### config.mk
export PLATFORM = sky130hd
export DESIGN_NAME = adc_scan_seq
export DESIGN_NICKNAME = d
export VERILOG_FILES = /design/src/rtl/adcseq_pkg.sv /design/src/rtl/adcseq_trig.sv /design/src/rtl/adcseq_pick.sv /design/src/rtl/adcseq_sar.sv /design/src/rtl/adcseq_rbank.sv /design/src/rtl/adcseq_ctrl.sv /design/src/rtl/adc_scan_seq.sv
export SDC_FILE = /design/constraint.sdc
export NUM_CORES = 1
export LEC_CHECK = 0
export BUFFER_PORTS_ARGS = -buffer_cell sky130_fd_sc_hd__buf_2
export CORE_MARGIN = 2
export CORE_UTILIZATION = 44
export DETAILED_ROUTE_END_ITERATION = 16
export PLACE_DENSITY = 0.7
export SYNTH_ARGS = -nofsm -noshare
export SYNTH_HDL_FRONTEND = slang
export SYNTH_SLANG_ARGS = --single-unit
### constraint.sdc
create_clock -name clk -period 4.4 [get_ports clk]
set_clock_uncertainty 0.05 [all_clocks]
set_input_delay 0.88 -clock clk [delete_from_list [all_inputs] [get_ports clk]]
set_output_delay 0.88 -clock clk [all_outputs]
set_load 0.01 [all_outputs]
### src/rtl/adcseq_pkg.sv
package adcseq_pkg;

   typedef enum logic [1:0] {
      MODE_SINGLE = 2'd0,
      MODE_SCAN   = 2'd1,
      MODE_CONT   = 2'd2,
      MODE_RSVD   = 2'd3
   } scan_mode_e;

   typedef enum logic [1:0] {
      SQ_IDLE   = 2'd0,
      SQ_SAMPLE = 2'd1,
      SQ_CONV   = 2'd2
   } seq_state_e;

endpackage

### src/rtl/adcseq_trig.sv
// Trigger combiner: software start, synchronised pin edge, timer and PWM events.
module adcseq_trig #(
   parameter int SYNC_STAGES = 2
) (
   input  logic       clk,
   input  logic       rst_n,
   input  logic       sw_start_i,
   input  logic       ext_pin_i,
   input  logic       tmr_evt_i,
   input  logic       pwm_trig_i,
   input  logic [2:0] hw_en_i,
   output logic       fire_o
);

   logic ext_s;
   logic ext_d;

   generate
      if (SYNC_STAGES == 0) begin : g_nosync
         assign ext_s = ext_pin_i;
      end else begin : g_sync
         logic [SYNC_STAGES-1:0] sh_q;
         always_ff @(posedge clk or negedge rst_n) begin
            if (!rst_n) begin
               sh_q <= '0;
            end else begin
               sh_q[0] <= ext_pin_i;
               for (int i = 1; i < SYNC_STAGES; i++) begin
                  sh_q[i] <= sh_q[i-1];
               end
            end
         end
         assign ext_s = sh_q[SYNC_STAGES-1];
      end
   endgenerate

   always_ff @(posedge clk or negedge rst_n) begin
      if (!rst_n) ext_d <= 1'b0;
      else        ext_d <= ext_s;
   end

   logic ext_rise;
   assign ext_rise = ext_s & ~ext_d;

   assign fire_o = sw_start_i
                 | (hw_en_i[0] & ext_rise)
                 | (hw_en_i[1] & tmr_evt_i)
                 | (hw_en_i[2] & pwm_trig_i);

endmodule

### src/rtl/adcseq_pick.sv
// Channel picker: lowest enabled channel, and lowest enabled channel above the current one.
module adcseq_pick #(
   parameter int NCH = 12,
   parameter int CHW = 4
) (
   input  logic [NCH-1:0] mask_i,
   input  logic [CHW-1:0] cur_ch_i,
   output logic [CHW-1:0] first_ch_o,
   output logic           first_vld_o,
   output logic [CHW-1:0] next_ch_o,
   output logic           next_vld_o
);

   logic [NCH-1:0] above;

   generate
      for (genvar g = 0; g < NCH; g++) begin : g_above
         assign above[g] = mask_i[g] && (CHW'(g) > cur_ch_i);
      end
   endgenerate

   always_comb begin
      first_ch_o  = '0;
      first_vld_o = 1'b0;
      for (int i = NCH - 1; i >= 0; i--) begin
         if (mask_i[i]) begin
            first_ch_o  = CHW'(i);
            first_vld_o = 1'b1;
         end
      end
   end

   always_comb begin
      next_ch_o  = '0;
      next_vld_o = 1'b0;
      for (int i = NCH - 1; i >= 0; i--) begin
         if (above[i]) begin
            next_ch_o  = CHW'(i);
            next_vld_o = 1'b1;
         end
      end
   end

endmodule

### src/rtl/adcseq_sar.sv
// Successive-approximation loop: one bit decided per clock, MSB first.
module adcseq_sar #(
   parameter int RES = 12
) (
   input  logic           clk,
   input  logic           rst_n,
   input  logic           start_i,
   input  logic           abort_i,
   input  logic           cmp_i,
   output logic [RES-1:0] code_o,
   output logic           done_o,
   output logic [RES-1:0] res_o
);

   localparam logic [RES-1:0] TOP_BIT = {1'b1, {(RES-1){1'b0}}};

   logic [RES-1:0] trial_q;
   logic [RES-1:0] mark_q;
   logic           active_q;
   logic [RES-1:0] kept;

   // keep the trial bit when the input sits at or above the trial code
   assign kept   = cmp_i ? trial_q : (trial_q & ~mark_q);
   assign done_o = active_q & mark_q[0];
   assign res_o  = kept;
   assign code_o = trial_q;

   always_ff @(posedge clk or negedge rst_n) begin
      if (!rst_n) begin
         trial_q  <= '0;
         mark_q   <= '0;
         active_q <= 1'b0;
      end else if (abort_i) begin
         trial_q  <= '0;
         mark_q   <= '0;
         active_q <= 1'b0;
      end else if (start_i) begin
         trial_q  <= TOP_BIT;
         mark_q   <= TOP_BIT;
         active_q <= 1'b1;
      end else if (active_q) begin
         if (mark_q[0]) begin
            trial_q  <= '0;
            mark_q   <= '0;
            active_q <= 1'b0;
         end else begin
            trial_q <= kept | (mark_q >> 1);
            mark_q  <= mark_q >> 1;
         end
      end
   end

endmodule

### src/rtl/adcseq_rbank.sv
// Per-channel result registers with valid and overrun tracking.
module adcseq_rbank #(
   parameter int NCH = 12,
   parameter int RES = 12,
   parameter int CHW = 4
) (
   input  logic           clk,
   input  logic           rst_n,
   input  logic           wr_en_i,
   input  logic [CHW-1:0] wr_ch_i,
   input  logic [RES-1:0] wr_data_i,
   input  logic           rd_en_i,
   input  logic [CHW-1:0] rd_ch_i,
   output logic [RES-1:0] rd_data_o,
   output logic           rd_vld_o,
   output logic           rd_ovr_o
);

   logic [RES-1:0] data_w [NCH];
   logic [NCH-1:0] vld_w;
   logic [NCH-1:0] ovr_w;

   generate
      for (genvar g = 0; g < NCH; g++) begin : g_slot
         logic [RES-1:0] d_q;
         logic           v_q;
         logic           o_q;
         logic           hit_wr;
         logic           hit_rd;

         assign hit_wr = wr_en_i && (wr_ch_i == CHW'(g));
         assign hit_rd = rd_en_i && (rd_ch_i == CHW'(g));

         always_ff @(posedge clk or negedge rst_n) begin
            if (!rst_n) begin
               d_q <= '0;
               v_q <= 1'b0;
               o_q <= 1'b0;
            end else if (hit_wr) begin
               d_q <= wr_data_i;
               v_q <= 1'b1;
               o_q <= hit_rd ? 1'b0 : (o_q | v_q);
            end else if (hit_rd) begin
               v_q <= 1'b0;
               o_q <= 1'b0;
            end
         end

         assign data_w[g] = d_q;
         assign vld_w[g]  = v_q;
         assign ovr_w[g]  = o_q;
      end
   endgenerate

   always_comb begin
      rd_data_o = '0;
      rd_vld_o  = 1'b0;
      rd_ovr_o  = 1'b0;
      for (int i = 0; i < NCH; i++) begin
         if (rd_ch_i == CHW'(i)) begin
            rd_data_o = data_w[i];
            rd_vld_o  = vld_w[i];
            rd_ovr_o  = ovr_w[i];
         end
      end
   end

endmodule

### src/rtl/adcseq_ctrl.sv
// Scan controller: mode handling and ordered walk over the channel mask.
module adcseq_ctrl
   import adcseq_pkg::*;
#(
   parameter int NCH = 12,
   parameter int CHW = 4
) (
   input  logic           clk,
   input  logic           rst_n,
   input  logic [1:0]     mode_i,
   input  logic [NCH-1:0] mask_i,
   input  logic           fire_i,
   input  logic           stop_i,
   input  logic           conv_done_i,
   output seq_state_e     state_o,
   output logic [CHW-1:0] ch_o,
   output logic           sar_start_o,
   output logic           wr_en_o,
   output logic           scan_end_o
);

   seq_state_e     state_q, state_d;
   logic [CHW-1:0] ch_q, ch_d;
   logic [CHW-1:0] first_ch, next_ch;
   logic           first_vld, next_vld;
   scan_mode_e     mode;

   assign mode = scan_mode_e'(mode_i);

   adcseq_pick #(.NCH(NCH), .CHW(CHW)) u_pick (
      .mask_i      (mask_i),
      .cur_ch_i    (ch_q),
      .first_ch_o  (first_ch),
      .first_vld_o (first_vld),
      .next_ch_o   (next_ch),
      .next_vld_o  (next_vld)
   );

   always_comb begin
      state_d     = state_q;
      ch_d        = ch_q;
      sar_start_o = 1'b0;
      wr_en_o     = 1'b0;
      scan_end_o  = 1'b0;
      if (stop_i) begin
         state_d = SQ_IDLE;
      end else begin
         case (state_q)
            SQ_IDLE: begin
               if (fire_i && first_vld) begin
                  state_d = SQ_SAMPLE;
                  ch_d    = first_ch;
               end
            end
            SQ_SAMPLE: begin
               state_d     = SQ_CONV;
               sar_start_o = 1'b1;
            end
            SQ_CONV: begin
               if (conv_done_i) begin
                  wr_en_o = 1'b1;
                  if ((mode == MODE_SCAN || mode == MODE_CONT) && next_vld) begin
                     ch_d    = next_ch;
                     state_d = SQ_SAMPLE;
                  end else begin
                     scan_end_o = 1'b1;
                     if (mode == MODE_CONT && first_vld) begin
                        ch_d    = first_ch;
                        state_d = SQ_SAMPLE;
                     end else begin
                        state_d = SQ_IDLE;
                     end
                  end
               end
            end
            default: state_d = SQ_IDLE;
         endcase
      end
   end

   always_ff @(posedge clk or negedge rst_n) begin
      if (!rst_n) begin
         state_q <= SQ_IDLE;
         ch_q    <= '0;
      end else begin
         state_q <= state_d;
         ch_q    <= ch_d;
      end
   end

   assign state_o = state_q;
   assign ch_o    = ch_q;

endmodule

### src/rtl/adc_scan_seq.sv
// Top level of the scan sequencer.
module adc_scan_seq
   import adcseq_pkg::*;
#(
   parameter int NCH         = 12,
   parameter int RES         = 12,
   parameter int SYNC_STAGES = 2,
   localparam int CHW        = (NCH > 1) ? $clog2(NCH) : 1
) (
   input  logic           clk,
   input  logic           rst_n,
   input  logic [1:0]     mode_i,
   input  logic [NCH-1:0] chan_mask_i,
   input  logic           sw_start_i,
   input  logic           ext_start_i,
   input  logic           tmr_evt_i,
   input  logic           pwm_trig_i,
   input  logic [2:0]     hw_trig_en_i,
   input  logic           stop_i,
   input  logic           cmp_i,
   output logic [RES-1:0] dac_code_o,
   output logic           sample_o,
   output logic           busy_o,
   output logic [CHW-1:0] cur_ch_o,
   input  logic           rd_en_i,
   input  logic [CHW-1:0] rd_ch_i,
   output logic [RES-1:0] rd_data_o,
   output logic           rd_valid_o,
   output logic           rd_ovr_o,
   input  logic           eoc_clr_i,
   input  logic           int_en_i,
   output logic           eoc_o,
   output logic           irq_o
);

   generate
      if (NCH < 1 || NCH > 64) begin : g_bad_nch
         $error("adc_scan_seq: NCH out of range");
      end
      if (RES < 2 || RES > 24) begin : g_bad_res
         $error("adc_scan_seq: RES out of range");
      end
      if (SYNC_STAGES < 0 || SYNC_STAGES > 4) begin : g_bad_sync
         $error("adc_scan_seq: SYNC_STAGES out of range");
      end
   endgenerate

   logic           fire;
   logic           sar_start;
   logic           sar_done;
   logic [RES-1:0] sar_res;
   logic           wr_en;
   logic           scan_end;
   seq_state_e     state;
   logic           eoc_q;

   adcseq_trig #(.SYNC_STAGES(SYNC_STAGES)) u_trig (
      .clk        (clk),
      .rst_n      (rst_n),
      .sw_start_i (sw_start_i),
      .ext_pin_i  (ext_start_i),
      .tmr_evt_i  (tmr_evt_i),
      .pwm_trig_i (pwm_trig_i),
      .hw_en_i    (hw_trig_en_i),
      .fire_o     (fire)
   );

   adcseq_ctrl #(.NCH(NCH), .CHW(CHW)) u_ctrl (
      .clk         (clk),
      .rst_n       (rst_n),
      .mode_i      (mode_i),
      .mask_i      (chan_mask_i),
      .fire_i      (fire),
      .stop_i      (stop_i),
      .conv_done_i (sar_done),
      .state_o     (state),
      .ch_o        (cur_ch_o),
      .sar_start_o (sar_start),
      .wr_en_o     (wr_en),
      .scan_end_o  (scan_end)
   );

   adcseq_sar #(.RES(RES)) u_sar (
      .clk     (clk),
      .rst_n   (rst_n),
      .start_i (sar_start),
      .abort_i (stop_i),
      .cmp_i   (cmp_i),
      .code_o  (dac_code_o),
      .done_o  (sar_done),
      .res_o   (sar_res)
   );

   adcseq_rbank #(.NCH(NCH), .RES(RES), .CHW(CHW)) u_rbank (
      .clk       (clk),
      .rst_n     (rst_n),
      .wr_en_i   (wr_en),
      .wr_ch_i   (cur_ch_o),
      .wr_data_i (sar_res),
      .rd_en_i   (rd_en_i),
      .rd_ch_i   (rd_ch_i),
      .rd_data_o (rd_data_o),
      .rd_vld_o  (rd_valid_o),
      .rd_ovr_o  (rd_ovr_o)
   );

   always_ff @(posedge clk or negedge rst_n) begin
      if (!rst_n)         eoc_q <= 1'b0;
      else if (scan_end)  eoc_q <= 1'b1;
      else if (eoc_clr_i) eoc_q <= 1'b0;
   end

   assign eoc_o    = eoc_q;
   assign irq_o    = eoc_q & int_en_i;
   assign busy_o   = (state != SQ_IDLE);
   assign sample_o = (state == SQ_SAMPLE);

endmodule

* Word-level counts from Yosys, hierarchy flattened
Index checks and enable logic that the tools add are counted.
** Operators by class
- $lt $le $gt $ge :: 12
- Equality and inequality tests :: 31
- Mux-type cells :: 167
- Bitwise gates (word level) :: 26
- Reductions and logical operators :: 61
** Operator list (number)
- two-way mux 12 bit :: 20
- two-way mux 1 bit :: 112
- two-way mux 4 bit :: 28
- logical AND 1 bit :: 39
- == test 4 x 3 -> 1 bit, second input constant :: 8
- == test 4 bit, second input constant :: 8
- nonzero test 2 bit :: 15
- == test 4 x 2 -> 1 bit, second input constant :: 4
- > comparator 3 x 4 -> 1 bit, first input constant :: 4
- > comparator 4 bit, first input constant :: 4
- bitwise OR 1 bit :: 15
- bitwise AND 12 bit :: 1
- inverter 12 bit :: 1
- bitwise OR 12 x 11 -> 12 bit :: 1
- two-way mux 11 bit :: 1
- == test 4 x 1 -> 1 bit, second input constant :: 2
- > comparator 1 x 4 -> 1 bit, first input constant :: 2
- > comparator 2 x 4 -> 1 bit, first input constant :: 2
- zero test 4 bit :: 2
- two-way mux 2 bit :: 4
- case mux 4 bit (2 select lines) :: 1
- bitwise AND 1 bit :: 6
- case mux 2 bit (3 select lines) :: 1
- AND reduction 5 bit :: 1
- 12 further kinds :: 15
** Storage, ports and cells
- Register bits after elaboration :: 203
- Input bits :: 32
- Output and inout port bits :: 34
- Logic and storage cells :: 341

* Logic depth before layout (Yosys ltp)
Gate-level depths: netlist of run 1.
- Depth in word-level cells :: 20
- Gate-level depth with buffers :: 10
- Depth with buffers taken out :: 7

* Modules after synthesis
Synthesis of run 1 repeated with hierarchy kept, for this count alone.
** Unflattened totals
- Cells, all modules :: 870
- Area total of the unflattened synthesis :: 10097.2 sq um
** Modules (own cells, without submodules)
- adcseq_rbank :: instances 1, cells each 638, area each 7980.2 sq um, sequential area each 4204.0 sq um
- adcseq_sar :: instances 1, cells each 110, area each 1127.3 sq um, sequential area each 625.6 sq um
- adcseq_pick :: instances 1, cells each 77, area each 470.5 sq um, sequential area each 0.0 sq um
- adcseq_ctrl :: instances 1, cells each 33, area each 365.4 sq um, sequential area each 150.1 sq um
- adcseq_trig :: instances 1, cells each 6, area each 98.8 sq um, sequential area each 75.1 sq um
- adc_scan_seq :: instances 1, cells each 6, area each 55.1 sq um, sequential area each 25.0 sq um

* Least setup slack after synthesis of run 1
No wires, ideal clock.
- Kind :: input to output
- Start :: input port rd_ch_i[1]
- End :: output port rd_data_o[0]
- Arrival :: 2451 ps
- Required time :: 3470 ps
- Path slack :: 1019 ps
- Cell stages on the path :: 6
- Cells stage by stage :: buf_2 buf_2 clkbuf_1 buf_2 mux4_2 mux2_2
** On the way
- Longest elaborated chain between the ends :: 13
- Elaborated cells on any way between the ends :: 24
- Those cells by class :: 11 x eq/ne; 12 x mux; 1 x reduce/logical
** Ends and longest elaborated chain
- from (decl) :: RTL line adc_scan_seq.sv:26 : input logic [CHW-1:0] rd_ch_i,
- zero test 4 bit :: RTL line adcseq_rbank.sv:60 : if (rd_ch_i == CHW'(i)) begin
- two-way mux 12 bit (11 in series) :: RTL line adcseq_rbank.sv:60
- two-way mux 12 bit * :: RTL line adcseq_rbank.sv:60
- to (decl) :: RTL line adc_scan_seq.sv:27 : output logic [RES-1:0] rd_data_o,
Every way passes the cells marked *; elsewhere a longest branch is shown, timed or not.

* Final worst setup path of run 1
- Start :: input port rd_ch_i[1]
- End :: output port rd_data_o[11]
The elaborated chain is that of the path after synthesis.

==> results of run 1 <==
[per-layer routing]
metal | global-route usage | up-vias
met5 | 0 | -
met4 | 0.0770 | 0
met3 | 0.0361 | 59
met2 | 0.356 | 289
met1 | 0.329 | 3913
li1 | - | 3715
[kinds of logic after synthesis]
family / count (synthesis) / synth area share
DFF: 203 / 0.526
muxes: 56 / 0.0755
AOI/OAI and AO/OA: 354 / 0.219
adders and majority gates: 1 / 0.00130
and+or+nand+nor: 294 / 0.130
buffers and inverters: 119 / 0.0484
[stage by stage]
stage          worst slack [ns]  cell area (µm²)
2_1_floorplan              1.02             9660
3_3_place_gp              0.524            10300
3_5_place_dp              0.497            10300
4_1_cts                   0.505            11100
5_1_grt                   0.301            11100
6_report                  0.475            11100
[synth_stat cells, drive strengths merged, types with 11 or more instances]
cell and n:
mux2i 32, a22oi 11, buf 15, a21oi 44, nand3 17, a31oi 16, o31ai 13, nand2 180
inv 42, clkbuf 62, mux4 11, a21o 14, nand2b 13, a22o 13, o21ai 187, dfrtp 203
nor2 49, mux2 13
[flip-flops by register name, indices dropped and copies added (netlist names)]
register            flops
u_sar.code_o           12
u_sar.mark_q           12
u_ctrl.state_o          2
u_ctrl.ch_o             4
u_rbank.g_slot.v_q     12
u_sar.active_q          1
eoc_o                   1
u_rbank.g_slot.o_q     12
u_trig.ext_d            1
u_trig.g_sync.sh_q      2
u_rbank.g_slot.d_q    144
[worst reg2reg max path, cell delays in order, from the launching register on]
cell and delay [ns]:
dfrtp_1 0.40, and2b_1 0.27, nand3_1 0.17, nor2_1 0.46, nand2_1 0.46, nor2_1 0.64, a21oi_1 0.16, a31oi_1 0.16
[final cells by class]
type / instances / share of cell area
flip-flops and latches: 203 / 0.460
clock buffers: 31 / 0.0566
inverters: 42 / 0.0143
well taps: 280 / 0.0317
repair buffers: 104 / 0.0567
multi-input cells: 705 / 0.373
clock inverters: 7 / 0.00793
[cells in the final DEF, fill, tap and decap left out, types with 16 or more instances in the layout]
master	n
dfrtp_1	203
o21ai_0	186
nand2_1	180
buf_2	64
nor2_1	48
a21oi_1	44
inv_1	42
buf_4	39
mux2i_1	32
clkbuf_16	23
nand3_1	17
a31oi_1	16
[power groups by stage]
| stage | clock, mW | combinational, mW | sequential (mW) |
|---|---|---|---|
| after floorplan | 0 | 0.238 | 1.94 |
| after global placement | 0 | 0.361 | 1.96 |
| after detailed placement | 0 | 0.366 | 1.96 |
| after CTS | 1.87 | 0.367 | 1.93 |
| after global routing | 1.95 | 0.407 | 1.93 |
| final | 1.84 | 0.366 | 1.93 |
[worst max path at each step]
stage / from / to / slack [ns]
final: rd_ch_i[1] / rd_data_o[11] / 0.48
after global routing: rd_ch_i[1] / rd_ovr_o / 0.30
after CTS: rd_ch_i[1] / rd_data_o[11] / 0.50
after detailed placement: rd_ch_i[1] / rd_data_o[11] / 0.50
after global placement: rd_ch_i[1] / rd_data_o[11] / 0.52
after floorplan: rd_ch_i[1] / rd_data_o[0] / 1.02
==> impl_metrics.yaml, run 1 <==
status:
  status: "finished, final reports clean"
clock_network:
  clkTransAtPathRegs_ns: 0.06
  cts_setup_buffers: 0
  cts_buffer_depth: 3
  cts_resized: 0
  clock_sinks: 203
  cts_tree: "done"
  htreeDepth: 1
  cts_made_buffers: 22
  insertion_delay_ns: 0.51
  cts_hold_buf: 0
  clockRootBuffer: "clkbuf_16"
placement:
  gp_congestion: 0.848
  post-place-cells: 1334
  hpwl_um: 17400
  portBuffers: 65
min_path:
  hold_end: "u_trig.g_sync.sh_q[1]"
  worstHoldPathCells: 0
  worstHoldPathType: "reg2reg"
  hp-start: "u_trig.g_sync.sh_q[0]"
yosys:
  syn_area_um2: 9660
  yosys-top-cells-area: "dfrtp_1 53%, o21ai_0 9.6%, nand2_1 7.0%, mux2i_1 3.3%, mux4_2 2.6%"
  ys_seq_elements: 203
  yosysSeqAreaShare: 0.526
  synth_cell_types: 58
  synth_area_per_cell_um2: 9.41
  yosys.area.top_type: "dfrtp_1"
  async_reset_ff_frac: 1.00
  synth_cells: 1027
  synth_top_area_share: 0.526
  yosysWarnings: 0
  syn_nets: 1060
  synth_edf_count: 0
  synth_ff_type: "dfrtp_1"
power:
  p_seq_frac: 0.466
  swShare: 0.247
  vdd_drop_max_uv: 244
  leakage_nw: 5.17
  p_comb_frac: 0.088
  p_sw_mw: 1.02
  power.share.clock: 0.446
  total_power_mw: 4.14
  p_int_mw: 3.12
  power-per-cell-area_nw_per_um2: 375
floorplan:
  row_count: 54
  die_x_um: 152
  start_util: 0.445
  ioPinCount: 66
  die_h_um: 152
  die-area_um2: 23200
  core_area_um2: 21700
setup_path:
  cp_num_cells: 10
  reg2reg_slack_ns: 1.57
  crit_path_max_fanout: 33
  slowest_stage: "buf_2"
  critical_path.top_delay_family: "buffers and inverters"
  r2r_end: "u_rbank.g_slot[6].o_q"
  path_buf_inv: 3
  startpoint_type: "primary input"
  end_kind: "primary output"
  slowest_delay_ns: 0.59
  crit_chain: "buf_2, buf_4, mux4_2, nand2b_1, a21oi_1, nand2_1, o21ai_0, nand2_1, a21oi_1, buf_2"
  worstReg2RegStart: "u_ctrl.state_o[0]"
  crit_type: "in2out"
  cp.required_ns: 3.47
  reg2reg_depth: 7
  worst_ep_arrival_time_ns: 2.99
route:
  route.met2.wl_um: 12100
  final_antenna_net_count: 0
  topRoutingLayerUsed: "met4"
  drt_iter0_drc: 716
  vias_per_cell: 5.81
  routed_wl_um: 26300
  drtPass1Iterations: 5
  post_drt_wl_per_cell_um: 19.2
  routed-via-count: 7976
  met1_length_um: 11700
  drc: 0
  met3_length_um: 1700
sta:
  rsz0062_at_grt: "false"
  finalCritPeriodShare: 0.892
  hold_viol_final: 0
  hold_slack_ns: 0.307
  fin_tns_setup_ns: 0
  worst_pin_slew_ns: 1.11
  setup-violations-final: 0
  slew_headroom: 0.259
  max_freq_ghz: 0.255
  min_period_ns: 3.92
  final_max_slew_viol_count: 0
cells_and_area:
  fin_cells: 1372
  area_delta_synth_final_pct: 14.4
  final_layout_size_suffix_gt1_frac: 0.157
  multi_input_area_um2: 4120
  seqCellArea_um2: 5080
  final_util: 0.510
  fill_cells: 1949
  fin_nets: 1111
  diodes: 0
grt:
  grt_max_degree: 102
  grt_pass1_vias: 7629
  grtUsageTotal: 0.229
  gr-total-overflow: 0
  grt_pass1_wl_um: 42900
  antenna_found_initial: 0
job:
  cap_violations: 0
Note: power is estimated with default switching activity, not from simulation.
==> inputs of run 2 (changes only) <==
Settings changed: CORE_UTILIZATION 44 to 65, PLACE_DENSITY 0.7 to 0.94.
==> run 2 against run 1 <==
Net effect: die area is 32% lower; non-clock buffer count is 2 lower; setup slack worse by 0.14 ns; first-iteration DRC count is 84% higher; largest cell class unchanged; clock power hardly changed; sequential share of layout area is 0.55 points higher.
==> impl_metrics.yaml, run 2 (synthesized netlist as in run 1, its figures left out) <==
setup_path:
  cp.required_ns: 3.47
  slowest_delay_ns: 0.44
  worst_ep_arrival_time_ns: 3.13
  path_buf_inv: 3
  startpoint_type: "primary input"
  crit_type: "in2out"
  crit_path_max_fanout: 20
  slowest_stage: "buf_2"
  end_kind: "primary output"
  critical_path.top_delay_family: "compound AO/OA/AOI/OAI gates"
  crit_chain: "buf_2, buf_4, nor2_1, a22oi_1, o21ai_0, a221oi_1, nor2_1, a221o_1, buf_2"
sta:
  finalCritPeriodShare: 0.923
  hold_viol_final: 0
  min_period_ns: 4.06
  fin_tns_setup_ns: 0
  final_max_slew_viol_count: 0
  worst_pin_slew_ns: 1.21
  rsz0062_at_grt: "false"
  slew_headroom: 0.184
  max_freq_ghz: 0.246
  setup-violations-final: 0
cells_and_area:
  multi_input_area_um2: 4120
  fin_area_um2: 10900
  area_delta_synth_final_pct: 13.1
  largest_register: "u_rbank.g_slot.d_q"
  seqCellArea_um2: 5080
  diodes: 0
  layout_commonest_cell: "dfrtp_1"
  largest_register_ffs: 144
  final_cell_mix: "203 x dfrtp_1, 186 x o21ai_0, 180 x nand2_1"
  final_layout_size_suffix_gt1_frac: 0.159
  fill_cells: 929
  fin_nets: 1108
clock_network:
  cts_buffer_depth: 3
  clockRootBuffer: "clkbuf_16"
  htreeDepth: 1
  insertion_delay_ns: 0.51
  cts_tree: "done"
  clkTransAtPathRegs_ns: 0.06
  clock_sinks: 203
  cts_setup_buffers: 0
  cts_made_buffers: 21
  cts_resized: 0
  cts_hold_buf: 0
floorplan:
  die_h_um: 126
  ioPinCount: 66
  row_count: 44
  core_area_um2: 14500
  die-area_um2: 15900
  die_x_um: 126
  start_util: 0.665
grt:
  grt_pass1_wl_um: 44200
  grtUsageTotal: 0.347
  grt_max_degree: 116
  gr-total-overflow: 0
  antenna_found_initial: 0
  grt_pass1_vias: 8614
route:
  routed_wl_um: 27300
  drc: 0
  drt_iter0_drc: 1314
  vias_per_cell: 6.89
  drtPass1Iterations: 7
  final_antenna_net_count: 0
  routed-via-count: 8776
  post_drt_wl_per_cell_um: 21.4
power:
  leakage_nw: 5.17
  power-per-cell-area_nw_per_um2: 381
  vdd_drop_max_uv: 366
placement:
  gp_congestion: 0.973
  portBuffers: 65
  hpwl_um: 17300
  dpl_cell_area_um2: 10200
job:
  cap_violations: 0
min_path:
  worstHoldPathType: "reg2reg"
status:
  status: "finished, final reports clean"
run 2: cell count changes in the layout (fill, tap and decap cells not counted):
cell	before	now
buf_4	39	37
bufinv_16	2	3
clkbuf_16	23	21
inv_6	0	1
clkbuf_8	3	4
clkinv_2	4	6
clkbuf_1	6	1
inv_8	0	1
run 2: path summary, 6_finish.rpt:
check                                 startpoint                         to  slack, ns  depth (start not counted)
max                                   rd_ch_i[0]               rd_data_o[2]       0.34                          9
min                        u_trig.g_sync.sh_q[0]      u_trig.g_sync.sh_q[1]       0.30                          0
max reg2reg                       u_ctrl.ch_o[3]      u_rbank.g_slot[5].o_q       1.26                          6
min reg2reg                u_trig.g_sync.sh_q[0]      u_trig.g_sync.sh_q[1]       0.30                          0
max in group asynchronous                  rst_n  u_rbank.g_slot[10].d_q[3]       2.91                          2
min in group asynchronous                  rst_n   u_rbank.g_slot[5].d_q[0]       0.46                          1
run 2: final cells by class:
type	instances	area share
flip-flops and latches	203	0.465
multi-input cells	705	0.378
repair buffers	102	0.0560
clock buffers	25	0.0522
well taps	184	0.0211
inverters	42	0.0144
clock inverters	12	0.0135
run 2: metal layers:
metal / global-route usage / share of wire / vias up
li1: - / - / 3705
met1: 0.475 / 0.38 / 4216
met2: 0.546 / 0.46 / 699
met3: 0.0684 / 0.11 / 156
met4: 0.155 / 0.052 / 0
met5: 0 / 0 / -
run 2: per-stage QoR:
stage | setup WS (ns) | hold WS (ns) | cells | power [mW] | utilization
6_report | 0.337 | 0.304 | 1273 | 4.16 | 0.751
5_1_grt | 0.281 | 0.327 | 1273 | 4.26 | 0.751
4_1_cts | 0.475 | 0.307 | 1273 | 4.15 | 0.751
3_5_place_dp | 0.652 | 0.294 | 1236 | 2.32 | 0.702
3_3_place_gp | 0.689 | 0.292 | 1236 | 2.31 | 0.702
2_1_floorplan | 1.02 | 0.281 | 1027 | 2.18 | -
run 2: where the power goes:
group	internal (mW)	leakage, nW	switching, mW
Clock	1.11	0.358	0.748
Combinational	0.130	2.06	0.241
Sequential	1.88	2.75	0.0488
